[config.mk]
export PLATFORM = sky130hd
export DESIGN_NAME = em_event_mgr
export DESIGN_NICKNAME = d
export VERILOG_FILES = /design/src/rtl/em_pkg.sv /design/src/rtl/em_timer.sv /design/src/rtl/em_cmp_ch.sv /design/src/rtl/em_cap_ch.sv /design/src/rtl/em_event_mgr.sv
export SDC_FILE = /design/constraint.sdc
export NUM_CORES = 1
export LEC_CHECK = 0
export ABC_AREA = 1
export BUFFER_PORTS_ARGS = -buffer_cell sky130_fd_sc_hd__buf_4
export CORE_MARGIN = 2
export CORE_UTILIZATION = 25
export CTS_BUF_LIST = sky130_fd_sc_hd__clkbuf_8
export DETAILED_ROUTE_END_ITERATION = 16
export SLEW_MARGIN = 20
export SYNTH_ARGS = -nofsm -noshare
export SYNTH_HDL_FRONTEND = slang
export SYNTH_SLANG_ARGS = --single-unit
export TNS_END_PERCENT = 1
[constraint.sdc]
create_clock -name clk -period 3.2 [get_ports clk]
set_clock_uncertainty 0.15 [all_clocks]
set_input_delay 0.16 -clock clk [delete_from_list [all_inputs] [get_ports clk]]
set_output_delay 0.16 -clock clk [all_outputs]
set_load 0.005 [all_outputs]
[src/rtl/em_pkg.sv]
package em_pkg;
    typedef enum logic [1:0] {
        ACT_HOLD = 2'b00,
        ACT_SET  = 2'b01,
        ACT_CLR  = 2'b10,
        ACT_TGL  = 2'b11
    } act_e;

    typedef enum logic [1:0] {
        EDG_OFF  = 2'b00,
        EDG_RISE = 2'b01,
        EDG_FALL = 2'b10,
        EDG_BOTH = 2'b11
    } edge_e;

    typedef enum logic [1:0] {
        FS_EMPTY = 2'b00,
        FS_PART  = 2'b01,
        FS_FULL  = 2'b10
    } fifo_st_e;

    localparam int A_PER  = 0;
    localparam int A_CMPV = 2;
    localparam int A_CMPC = 8;
    localparam int A_CAPC = 14;
    localparam int A_STAT = 15;
    localparam int A_FIFO = 16;
    localparam int A_CNT  = 24;
endpackage

[src/rtl/em_timer.sv]
module em_timer #(
    parameter int CNT_W = 16
) (
    input  logic             clk,
    input  logic             rst_n,
    input  logic             per_we,
    input  logic [CNT_W-1:0] per_wdata,
    output logic [CNT_W-1:0] period,
    output logic [CNT_W-1:0] count,
    output logic             wrap
);
    assign wrap = (count == period);

    always_ff @(posedge clk or negedge rst_n) begin
        if (!rst_n) begin
            period <= '1;
        end else if (per_we) begin
            period <= per_wdata;
        end
    end

    always_ff @(posedge clk or negedge rst_n) begin
        if (!rst_n) begin
            count <= '0;
        end else if (wrap) begin
            count <= '0;
        end else begin
            count <= count + 1'b1;
        end
    end

    AST_WRAP_TO_ZERO: assert property (@(posedge clk) disable iff (!rst_n)
        wrap |=> (count == '0));
    AST_COUNT_STEP: assert property (@(posedge clk) disable iff (!rst_n)
        !wrap |=> (count == $past(count) + 1'b1));
endmodule

[src/rtl/em_cmp_ch.sv]
module em_cmp_ch
    import em_pkg::*;
#(
    parameter int CNT_W      = 16,
    parameter int NUM_TIMERS = 2,
    parameter int TSW        = 1,
    localparam int CTL_W     = TSW + 2
) (
    input  logic                             clk,
    input  logic                             rst_n,
    input  logic [NUM_TIMERS-1:0][CNT_W-1:0] cnt_all,
    input  logic [NUM_TIMERS-1:0]            wrap_all,
    input  logic                             sh_we,
    input  logic [CNT_W-1:0]                 sh_wdata,
    input  logic                             ctl_we,
    input  logic [CTL_W-1:0]                 ctl_wdata,
    output logic [CNT_W-1:0]                 shadow,
    output logic [CTL_W-1:0]                 ctl,
    output logic                             pin
);
    logic [CNT_W-1:0] active;
    logic [CNT_W-1:0] sel_cnt;
    logic             sel_wrap;
    logic             match;
    logic             pin_nxt;
    act_e             act;

    assign act = act_e'(ctl[1:0]);

    always_comb begin
        sel_cnt  = '0;
        sel_wrap = 1'b0;
        for (int t = 0; t < NUM_TIMERS; t++) begin
            if (ctl[CTL_W-1:2] == TSW'(t)) begin
                sel_cnt  = cnt_all[t];
                sel_wrap = wrap_all[t];
            end
        end
    end

    assign match = (sel_cnt == active);

    always_ff @(posedge clk or negedge rst_n) begin
        if (!rst_n) begin
            shadow <= '0;
            ctl    <= '0;
        end else begin
            if (sh_we)  shadow <= sh_wdata;
            if (ctl_we) ctl    <= ctl_wdata;
        end
    end

    always_ff @(posedge clk or negedge rst_n) begin
        if (!rst_n) begin
            active <= '0;
        end else if (sel_wrap) begin
            active <= shadow;
        end
    end

    always_comb begin
        pin_nxt = pin;
        if (match) begin
            unique case (act)
                ACT_HOLD: pin_nxt = pin;
                ACT_SET:  pin_nxt = 1'b1;
                ACT_CLR:  pin_nxt = 1'b0;
                ACT_TGL:  pin_nxt = ~pin;
            endcase
        end
    end

    always_ff @(posedge clk or negedge rst_n) begin
        if (!rst_n) pin <= 1'b0;
        else        pin <= pin_nxt;
    end

    AST_SET_ON_MATCH: assert property (@(posedge clk) disable iff (!rst_n)
        (match && act == ACT_SET) |=> pin);
    AST_CLR_ON_MATCH: assert property (@(posedge clk) disable iff (!rst_n)
        (match && act == ACT_CLR) |=> !pin);
    AST_TGL_ON_MATCH: assert property (@(posedge clk) disable iff (!rst_n)
        (match && act == ACT_TGL) |=> (pin != $past(pin)));
    AST_HOLD_NO_MATCH: assert property (@(posedge clk) disable iff (!rst_n)
        !match |=> $stable(pin));
    AST_SHADOW_LOAD: assert property (@(posedge clk) disable iff (!rst_n)
        sel_wrap |=> (active == $past(shadow)));
    AST_ACTIVE_HELD: assert property (@(posedge clk) disable iff (!rst_n)
        !sel_wrap |=> $stable(active));
endmodule

[src/rtl/em_cap_ch.sv]
module em_cap_ch
    import em_pkg::*;
#(
    parameter int CNT_W      = 16,
    parameter int DEPTH      = 4,
    parameter int NUM_TIMERS = 2,
    parameter int TSW        = 1,
    localparam int PW        = (DEPTH > 1) ? $clog2(DEPTH) : 1,
    localparam int CW        = $clog2(DEPTH + 1)
) (
    input  logic                             clk,
    input  logic                             rst_n,
    input  logic                             pin_in,
    input  logic [1:0]                       mode,
    input  logic [TSW-1:0]                   tsel,
    input  logic [NUM_TIMERS-1:0][CNT_W-1:0] cnt_all,
    input  logic                             pop,
    input  logic                             ovf_clr,
    output logic [CNT_W-1:0]                 rd_val,
    output logic                             empty,
    output logic                             full,
    output logic                             ovf
);
    logic             s1, s2, s3;
    logic             rise, fall, push;
    logic             push_ok, pop_ok;
    logic [CNT_W-1:0] sel_cnt;
    logic [CNT_W-1:0] mem [DEPTH];
    logic [PW-1:0]    wr_ptr, rd_ptr;
    logic [CW-1:0]    count;
    fifo_st_e         state, state_nxt;
    edge_e            edg;

    assign edg = edge_e'(mode);

    always_ff @(posedge clk or negedge rst_n) begin
        if (!rst_n) begin
            s1 <= 1'b0;
            s2 <= 1'b0;
            s3 <= 1'b0;
        end else begin
            s1 <= pin_in;
            s2 <= s1;
            s3 <= s2;
        end
    end

    assign rise = s2 & ~s3;
    assign fall = ~s2 & s3;

    always_comb begin
        unique case (edg)
            EDG_OFF:  push = 1'b0;
            EDG_RISE: push = rise;
            EDG_FALL: push = fall;
            EDG_BOTH: push = rise | fall;
        endcase
    end

    always_comb begin
        sel_cnt = '0;
        for (int t = 0; t < NUM_TIMERS; t++) begin
            if (tsel == TSW'(t)) sel_cnt = cnt_all[t];
        end
    end

    assign empty   = (state == FS_EMPTY);
    assign full    = (state == FS_FULL);
    assign push_ok = push && !full;
    assign pop_ok  = pop && !empty;
    assign rd_val  = empty ? '0 : mem[rd_ptr];

    always_comb begin
        state_nxt = state;
        unique case (state)
            FS_EMPTY: if (push_ok) state_nxt = FS_PART;
            FS_PART: begin
                if (push_ok && !pop_ok && count == CW'(DEPTH - 1))
                    state_nxt = FS_FULL;
                else if (pop_ok && !push_ok && count == CW'(1))
                    state_nxt = FS_EMPTY;
            end
            FS_FULL:  if (pop_ok) state_nxt = FS_PART;
            default:  state_nxt = FS_EMPTY;
        endcase
    end

    always_ff @(posedge clk or negedge rst_n) begin
        if (!rst_n) state <= FS_EMPTY;
        else        state <= state_nxt;
    end

    always_ff @(posedge clk or negedge rst_n) begin
        if (!rst_n) begin
            wr_ptr <= '0;
            rd_ptr <= '0;
            count  <= '0;
        end else begin
            if (push_ok)
                wr_ptr <= (wr_ptr == PW'(DEPTH - 1)) ? '0 : wr_ptr + 1'b1;
            if (pop_ok)
                rd_ptr <= (rd_ptr == PW'(DEPTH - 1)) ? '0 : rd_ptr + 1'b1;
            if (push_ok && !pop_ok)      count <= count + 1'b1;
            else if (pop_ok && !push_ok) count <= count - 1'b1;
        end
    end

    always_ff @(posedge clk) begin
        if (push_ok) mem[wr_ptr] <= sel_cnt;
    end

    always_ff @(posedge clk or negedge rst_n) begin
        if (!rst_n)             ovf <= 1'b0;
        else if (push && full)  ovf <= 1'b1;
        else if (ovf_clr)       ovf <= 1'b0;
    end

    AST_FIFO_BOUND: assert property (@(posedge clk) disable iff (!rst_n)
        count <= CW'(DEPTH));
    AST_DROP_SETS_OVF: assert property (@(posedge clk) disable iff (!rst_n)
        (push && full) |=> ovf);
    AST_OVF_STICKY: assert property (@(posedge clk) disable iff (!rst_n)
        (ovf && !ovf_clr) |=> ovf);
    AST_EMPTY_POP_NOP: assert property (@(posedge clk) disable iff (!rst_n)
        (pop && empty && !push) |=> (empty && $stable(rd_ptr)));
    AST_FULL_POP_PUSH: assert property (@(posedge clk) disable iff (!rst_n)
        (pop && push && full) |=> (count == CW'(DEPTH - 1)));
endmodule

[src/rtl/em_event_mgr.sv]
module em_event_mgr
    import em_pkg::*;
#(
    parameter int NUM_TIMERS = 2,
    parameter int CNT_W      = 16,
    parameter int NUM_CMP    = 6,
    parameter int NUM_CAP    = 4,
    parameter int CAP_DEPTH  = 4,
    parameter int ADDR_W     = 5,
    parameter int DATA_W     = 16,
    localparam int TSW       = (NUM_TIMERS > 1) ? $clog2(NUM_TIMERS) : 1,
    localparam int CTL_W     = TSW + 2,
    localparam int CAPF_W    = TSW + 2
) (
    input  logic               clk,
    input  logic               rst_n,
    input  logic               wr_en,
    input  logic [ADDR_W-1:0]  wr_addr,
    input  logic [DATA_W-1:0]  wr_data,
    input  logic               rd_en,
    input  logic [ADDR_W-1:0]  rd_addr,
    output logic [DATA_W-1:0]  rd_data,
    output logic [NUM_CMP-1:0] cmp_out,
    input  logic [NUM_CAP-1:0] cap_in
);
    logic [NUM_TIMERS-1:0][CNT_W-1:0] per_all, cnt_all;
    logic [NUM_TIMERS-1:0]            wrap_all;
    logic [NUM_CMP-1:0][CNT_W-1:0]    sh_all;
    logic [NUM_CMP-1:0][CTL_W-1:0]    cctl_all;
    logic [NUM_CAP*CAPF_W-1:0]        cap_ctl;
    logic [NUM_CAP-1:0][CNT_W-1:0]    cap_val;
    logic [NUM_CAP-1:0]               cap_empty, cap_full, cap_ovf;
    logic                             stat_we;
    logic [DATA_W-1:0]                rd_mux;

    assign stat_we = wr_en && (wr_addr == ADDR_W'(A_STAT));

    for (genvar t = 0; t < NUM_TIMERS; t++) begin : g_tmr
        em_timer #(.CNT_W(CNT_W)) u_tmr (
            .clk       (clk),
            .rst_n     (rst_n),
            .per_we    (wr_en && (wr_addr == ADDR_W'(A_PER + t))),
            .per_wdata (wr_data[CNT_W-1:0]),
            .period    (per_all[t]),
            .count     (cnt_all[t]),
            .wrap      (wrap_all[t])
        );
    end

    for (genvar c = 0; c < NUM_CMP; c++) begin : g_cmp
        em_cmp_ch #(.CNT_W(CNT_W), .NUM_TIMERS(NUM_TIMERS), .TSW(TSW)) u_cmp (
            .clk       (clk),
            .rst_n     (rst_n),
            .cnt_all   (cnt_all),
            .wrap_all  (wrap_all),
            .sh_we     (wr_en && (wr_addr == ADDR_W'(A_CMPV + c))),
            .sh_wdata  (wr_data[CNT_W-1:0]),
            .ctl_we    (wr_en && (wr_addr == ADDR_W'(A_CMPC + c))),
            .ctl_wdata (wr_data[CTL_W-1:0]),
            .shadow    (sh_all[c]),
            .ctl       (cctl_all[c]),
            .pin       (cmp_out[c])
        );
    end

    always_ff @(posedge clk or negedge rst_n) begin
        if (!rst_n) begin
            cap_ctl <= '0;
        end else if (wr_en && (wr_addr == ADDR_W'(A_CAPC))) begin
            cap_ctl <= wr_data[NUM_CAP*CAPF_W-1:0];
        end
    end

    for (genvar k = 0; k < NUM_CAP; k++) begin : g_cap
        em_cap_ch #(
            .CNT_W(CNT_W), .DEPTH(CAP_DEPTH), .NUM_TIMERS(NUM_TIMERS), .TSW(TSW)
        ) u_cap (
            .clk     (clk),
            .rst_n   (rst_n),
            .pin_in  (cap_in[k]),
            .mode    (cap_ctl[k*CAPF_W +: 2]),
            .tsel    (cap_ctl[k*CAPF_W+2 +: TSW]),
            .cnt_all (cnt_all),
            .pop     (rd_en && (rd_addr == ADDR_W'(A_FIFO + k))),
            .ovf_clr (stat_we && wr_data[k]),
            .rd_val  (cap_val[k]),
            .empty   (cap_empty[k]),
            .full    (cap_full[k]),
            .ovf     (cap_ovf[k])
        );
    end

    always_comb begin
        rd_mux = '0;
        for (int t = 0; t < NUM_TIMERS; t++) begin
            if (rd_addr == ADDR_W'(A_PER + t)) rd_mux = DATA_W'(per_all[t]);
            if (rd_addr == ADDR_W'(A_CNT + t)) rd_mux = DATA_W'(cnt_all[t]);
        end
        for (int c = 0; c < NUM_CMP; c++) begin
            if (rd_addr == ADDR_W'(A_CMPV + c)) rd_mux = DATA_W'(sh_all[c]);
            if (rd_addr == ADDR_W'(A_CMPC + c)) rd_mux = DATA_W'(cctl_all[c]);
        end
        for (int k = 0; k < NUM_CAP; k++) begin
            if (rd_addr == ADDR_W'(A_FIFO + k)) rd_mux = DATA_W'(cap_val[k]);
        end
        if (rd_addr == ADDR_W'(A_CAPC)) rd_mux = DATA_W'(cap_ctl);
        if (rd_addr == ADDR_W'(A_STAT))
            rd_mux = DATA_W'({cap_full, cap_empty, cap_ovf});
    end

    always_ff @(posedge clk or negedge rst_n) begin
        if (!rst_n)     rd_data <= '0;
        else if (rd_en) rd_data <= rd_mux;
    end

    AST_RDATA_HOLD: assert property (@(posedge clk) disable iff (!rst_n)
        !rd_en |=> $stable(rd_data));
endmodule

# Yosys cells after proc, flatten, opt, wreduce, memory -nomap -nowiden
# Memories as Yosys holds them, arrays and structs flattened.
# Cells that the tools add are included.
[word_totals]
ff_bits = 360
ram_bits = 256
in_bits = 34
out_inout_bits = 22
n_memories = 4
[op_classes]
add_sub_neg = 18
n_eq_ne = 110
n_mux = 106
bitwise = 32
n_reduce_logical = 102
[memory_table]
columns = ["memory", "depth", "width", "rd", "rd_ports_with_merged_regs", "wr", "line", "rtl"]
rows = [
  ["g_cap[0].u_cap.mem", 4, 16, 1, 0, 1, "em_cap_ch.sv:28", "logic [CNT_W-1:0] mem [DEPTH];"],
  ["g_cap[1].u_cap.mem", 4, 16, 1, 0, 1, "em_cap_ch.sv:28", ""],
  ["g_cap[2].u_cap.mem", 4, 16, 1, 0, 1, "em_cap_ch.sv:28", ""],
  ["g_cap[3].u_cap.mem", 4, 16, 1, 0, 1, "em_cap_ch.sv:28", ""],
]
[ops]
columns = ["op", "n"]
rows = [
  ["2-to-1 mux 16 bit", 38],
  ["== test 16 bit", 8],
  ["== test 5 x 4 -> 1 bit, second input constant", 16],
  ["== test 2 bit, second input constant", 32],
  ["logical AND 1 bit", 52],
  ["2-to-1 mux 2 bit", 24],
  ["== test 5 x 3 -> 1 bit, second input constant", 8],
  ["adder 16 x 1 -> 16 bit, second input constant", 2],
  ["== test 5 bit, second input constant", 6],
  ["== test 2 x 1 -> 1 bit, second input constant", 14],
  ["zero test 2 bit", 14],
  ["2-to-1 mux 3 bit", 8],
  ["case mux 2 bit (3 select lines)", 4],
  ["2-to-1 mux 1 bit", 22],
  ["== test 5 x 2 -> 1 bit, second input constant", 4],
  ["NOT 1 bit", 20],
  ["case mux 1 bit (3 select lines)", 6],
  ["adder 2 x 1 -> 2 bit, second input constant", 8],
  ["zero test 1 bit", 16],
  ["!= test 2 bit, second input constant", 8],
  ["case mux 1 bit (4 select lines)", 4],
  ["nonzero test 2 bit", 8],
  ["adder 3 x 1 -> 3 bit, second input constant", 4],
  ["== test 3 x 1 -> 1 bit, second input constant", 4],
  ["9 further kinds", 38],
]

# Longest topological paths before layout
[depth]
word_depth = 23
ltp_mapped = 17
ltp_nobuf = 17

# By module
# Synthesis repeated with hierarchy kept, for this count alone.
[hier_totals]
hier_cells = 3764
hier_area_um2 = 32607.5
[by_module_without_submodules]
columns = ["module", "n_inst", "cells_per_inst", "area_each_um2", "seq_area_each_um2"]
rows = [
  ["em_cmp_ch", 6, 248, 1916.8, 900.9],
  ["em_cap_ch (g_cap[1].u_cap ...)", 3, 299, 3543.4, 2247.2],
  ["em_timer", 2, 239, 1778.0, 820.8],
  ["em_cap_ch (g_cap[0].u_cap)", 1, 300, 3537.1, 2247.2],
  ["em_event_mgr", 1, 601, 3383.2, 700.7],
]

# Worst setup path after synthesis
# No wires, ideal clock.
[synth_timing]
kind = "register to register"
start = "register g_cap[3].u_cap.s3"
end = "memory g_cap[3].u_cap.mem[0][0], enable pin"
setup_ns = 0.389
arrival_ns = 1.954
setup_slack_ns = 0.708
stages_incl_launch_ff = 9
path_buffers = 0
synth_period_minus_slack_ns = 2.492
cell_sequence = "dfrtp_1 inv_1 ha_1 nand2_1 o211a_1 a31oi_1 nor2_1 inv_1 nor2_1"
[synth_between]
elab_chain_len = 7
elab_cells_between_ends = 8
cone_classes = "3 x mux; 4 x bitwise; 1 x reduce/logical"
[synth_lines]
columns = ["element", "line", "rtl"]
rows = [
  ["start: declaration", "em_cap_ch.sv:24", "logic s1, s2, s3;"],
  ["start signal: assignment", "em_cap_ch.sv:40", "s3 <= 1'b0;"],
  ["start signal: assignment", "em_cap_ch.sv:44", "s3 <= s2;"],
  ["NOT 1 bit", "em_cap_ch.sv:48", "assign rise = s2 & ~s3;"],
  ["AND 1 bit", "em_cap_ch.sv:48", ""],
  ["bitwise OR 1 bit", "em_cap_ch.sv:56", "EDG_BOTH: push = rise | fall;"],
  ["case mux 1 bit (4 select lines) *", "em_cap_ch.sv:52", "unique case (edg)"],
  ["logical AND 1 bit *", "em_cap_ch.sv:69", "assign push_ok = push && !full;"],
  ["net g_cap[3].u_cap.push_ok", "em_cap_ch.sv:26", "logic push_ok, pop_ok;"],
  ["2-to-1 mux 1 bit *", "em_cap_ch.sv:109", "if (push_ok) mem[wr_ptr] <= sel_cnt;"],
  ["2-to-1 mux 1 bit (implied by the code) *", "em_cap_ch.sv:109", ""],
  ["end: declaration", "em_cap_ch.sv:28", ""],
]
# Mark *: on every way through the listed nets, which the timed path passes. The rest lies on a longest branch.

# Final worst setup path
[layout_timing]
start = "register g_tmr[0].u_tmr.count[15]"
end = "register g_cmp[2].u_cmp.active[13]"
[layout_between]
elab_chain_len = 2
[layout_lines]
columns = ["element", "line", "rtl"]
rows = [
  ["start: declaration", "em_timer.sv:9", "output logic [CNT_W-1:0] count,"],
  ["start signal: assignment", "em_timer.sv:28", "count <= count + 1'b1;"],
  ["== test 16 bit", "em_timer.sv:12", "assign wrap = (count == period);"],
  ["2-to-1 mux 1 bit", "em_cmp_ch.sv:34", "if (ctl[CTL_W-1:2] == TSW'(t)) begin"],
  ["end signal: assignment", "em_cmp_ch.sv:57", "active <= shadow;"],
  ["end: declaration", "em_cmp_ch.sv:21", "logic [CNT_W-1:0] active;"],
]
# No other way between the ends.
# A chain may end at the register's enable or synchronous reset.

==> results.cfg <==
[grt]
grt_max_degree = 64
track_usage_pct = 16.4
grt_pass1_vias = 22567
grt_pass1_wl_mm = 149
grt-ovfl-total = 0
antenna_found_initial = 2

[yosys]
ys_types = 59
post-synth-top-count-cell = nand2_1
syn_area_per_cell_sq_um = 9.61
synth.largest_area_cell = dfrtp_1
synth_fa_ha_area_share_pct = 2.28
ys_top_cells_by_area = dfrtp_1 (28%), edfxtp_1 (26%), o21ai_0 (8.7%)
synth_area_sq_mm = 0.0296
synthFlopType = dfrtp_1
yosys_warnings = 0
synthMuxAreaShare_pct = 3.20
synth_top_area_share_pct = 27.7
synthXorXnorAreaFrac_pct = 3.40
synth_top_family_by_area = simple AND/OR/NAND/NOR gates
ys_ff_latch = 616
synth_edf_count = 256
netlist_instances = 3086
synth-simple-area-share_pct = 16.0
synth_compound_area_share_pct = 13.1
synth.yosys.seq_area_share_pct = 56.5
syn_nets = 3174
synth_async_sr_flop_share_pct = 58.4
synthTopCellsByCount = nand2_1 (664), o21ai_0 (516), dfrtp_1 (328), edfxtp_1 (256), nor2_1 (221)

[setup_path]
cp.arrival_ps = 3610
cp.required_ps = 3640
cp-end-kind = flop
path_class = flop to flop
start_kind = flop
crit_fanout = 22

[power]
p_switching_mw = 9.77
p_seq_share_pct = 42.9
switching_share_pct = 36.5
p_int_mw = 17.0
peakVddDrop_mv = 0.338
power-per-cell-area_mw_per_mm2 = 763
comb_power_share_pct = 29.3
p_clk_share_pct = 27.8
p_leak_nw = 14.8

[finish]
fin_area_sq_mm = 0.0351
area_growth_pct = 18.3
num-nets-final = 3346
drive_gt1_share_pct = 16.3
utilization_pct = 29.8

[routing]
vias_per_cell = 4.86
routed_wl_mm = 101
drt-wirelength-per-cell_microns = 20.8
vias = 23753
drtPass1Iterations = 6
ant_nets = 0
drcViolationCount = 0
initialDrtViolationCount = 2774

[sta]
worst_pin_slew_ps = 1090
fmaxAchievable_mhz = 316
rsz0062_at_grt = no
slew_violations = 0
finalCriticalPeriod_ps = 3170
setup_viol = 0
slew_headroom_pct = 27.2
fin_setup_tns_ps = 0
finalHoldViolations = 0
min_period_over_period_pct = 99.0
hold_ws_ps = 10.1

[cts]
cts-root-buf = clkbuf_8
cts_buffers = 103
clk_latency_ps = 740
h-tree-depth = 3
clk_pin_slew_ps = 60
cts_tree = yes
cts_buffer_depth = 3
cts.sinks = 616

[place]
gp_congestion = 0.945
io_buffers = 55
hpwl_mm = 70.7
postPlaceCellArea_sq_mm = 0.0325

[floorplan]
die_area_sq_mm = 0.121
placementRows = 126
initial_core_util_pct = 25.2
core_sq_mm = 0.118
num_io_pins = 56
fp.dieW_microns = 348
chipHeight_microns = 348

[run]
maxCapViolCount = 0

[hold_path]
hp-class = input pin to flop

[status]
status = complete, no violations
state kept, by name, indices dropped and copies added (netlist names):
| register | count |
|---|---|
| cap_ctl | 12 |
| g_cap.u_cap.count | 12 |
| g_cap.u_cap.mem | 256 |
| g_cap.u_cap.ovf | 4 |
| g_cap.u_cap.rd_ptr | 8 |
| g_cap.u_cap.s1 | 4 |
| g_cap.u_cap.s2 | 4 |
| g_cap.u_cap.s3 | 4 |
| g_cap.u_cap.state | 8 |
| g_cap.u_cap.wr_ptr | 8 |
| g_cmp.u_cmp.active | 96 |
| g_cmp.u_cmp.ctl | 18 |
| g_cmp.u_cmp.pin | 6 |
| g_cmp.u_cmp.shadow | 96 |
| g_tmr.u_tmr.count | 32 |
| g_tmr.u_tmr.period | 32 |
| rd_data | 16 |
cells by family after synthesis:
| logic type | Yosys count |
|---|---|
| XOR/XNOR | 115 |
| multiplexers | 77 |
| AND/OR/NAND/NOR | 1117 |
| flip-flops | 616 |
| buffers and inverters | 393 |
| AO/OA/AOI/OAI | 714 |
| adder cells (fa/ha/maj) | 54 |
cells in the final DEF, fill, tap and decap left out, types with 54 or more instances in the layout:
cell	n
nand2_1	664
o21ai_0	516
dfrtp_1	327
edfxtp_1	256
inv_1	229
nor2_1	219
buf_4	188
clkbuf_8	121
xor2_1	104
nand4_1	74
a21oi_1	67
o22ai_1	65
nand3_1	64
ha_1	54
worst paths after layout:
kind,startpoint,endpoint,slack [ps],depth (start not counted)
worst max-delay path,g_tmr[0].u_tmr.count[15]$_DFF_PN0_,g_cmp[2].u_cmp.active[13]$_DFFE_PN0P_,30,10
worst min-delay path,wr_data[0],g_cmp[5].u_cmp.shadow[0]$_DFFE_PN0P_,10,3
worst max register to register,g_tmr[0].u_tmr.count[15]$_DFF_PN0_,g_cmp[2].u_cmp.active[13]$_DFFE_PN0P_,30,10
worst min register to register,g_cap[3].u_cap.s1$_DFF_PN0_,g_cap[3].u_cap.s2$_DFF_PN0_,190,0
max in group asynchronous,rst_n,g_tmr[1].u_tmr.period[1]$_DFFE_PN1P_,2340,3
min in group asynchronous,rst_n,g_cap[0].u_cap.rd_ptr[0]$_DFFE_PN0P_,100,3
what timing repair did:
action,CTS,global route
endpoints found under the hold margin,529,0
setup buffers,0,0
gates resized for setup,0,1
setup endpoints to repair,0,10
hold buffers,37,0
metrics by stage:
step	total power, mW	setup slack, ps	instances
after floorplan	16.1	708	3086
after global placement	19.1	123	4652
after detailed placement	19.3	115	4652
after CTS	26.7	68.9	4883
after global routing	28.1	9.50	4883
final	26.7	33.3	4884
cell type report:
cell class | count | area (sq um)
antenna | 1 | 2.50
clock buffer | 121 | 1670
clock inverter | 73 | 529
fill | 12088 | 82700
inverter | 219 | 825
multi-input combinational | 2077 | 11300
sequential | 616 | 16700
tap | 1536 | 1920
timing repair buffer | 241 | 2110
power groups by stage:
stage | logic (mW) | registers (mW) | clock network, mW
detailed placement | 7.71 | 11.6 | 0
global route | 8.59 | 11.6 | 7.88
floorplan | 5.06 | 11.0 | 0
global placement | 7.53 | 11.6 | 0
finish | 7.85 | 11.5 | 7.43
CTS | 7.80 | 11.4 | 7.50
critical path, cell delays in order (launching register included):
cell,delay (ps)
dfrtp_1,390
inv_2,320
or2_2,180
nand4_1,120
nor4_2,640
nand2_4,290
inv_2,130
nand2_1,60
o21ai_2,50
buf_4,300
mux2_2,380
layer usage:
| layer | GRT usage, % | share of wire, % | up-vias |
|---|---|---|---|
| li1 | - | - | 10850 |
| met1 | 22.4 | 43 | 11606 |
| met2 | 26.1 | 46 | 1100 |
| met3 | 2.95 | 8.3 | 195 |
| met4 | 5.48 | 3.3 | 2 |
| met5 | 0 | 0.0069 | - |
Power figures use the tool's default switching activity.
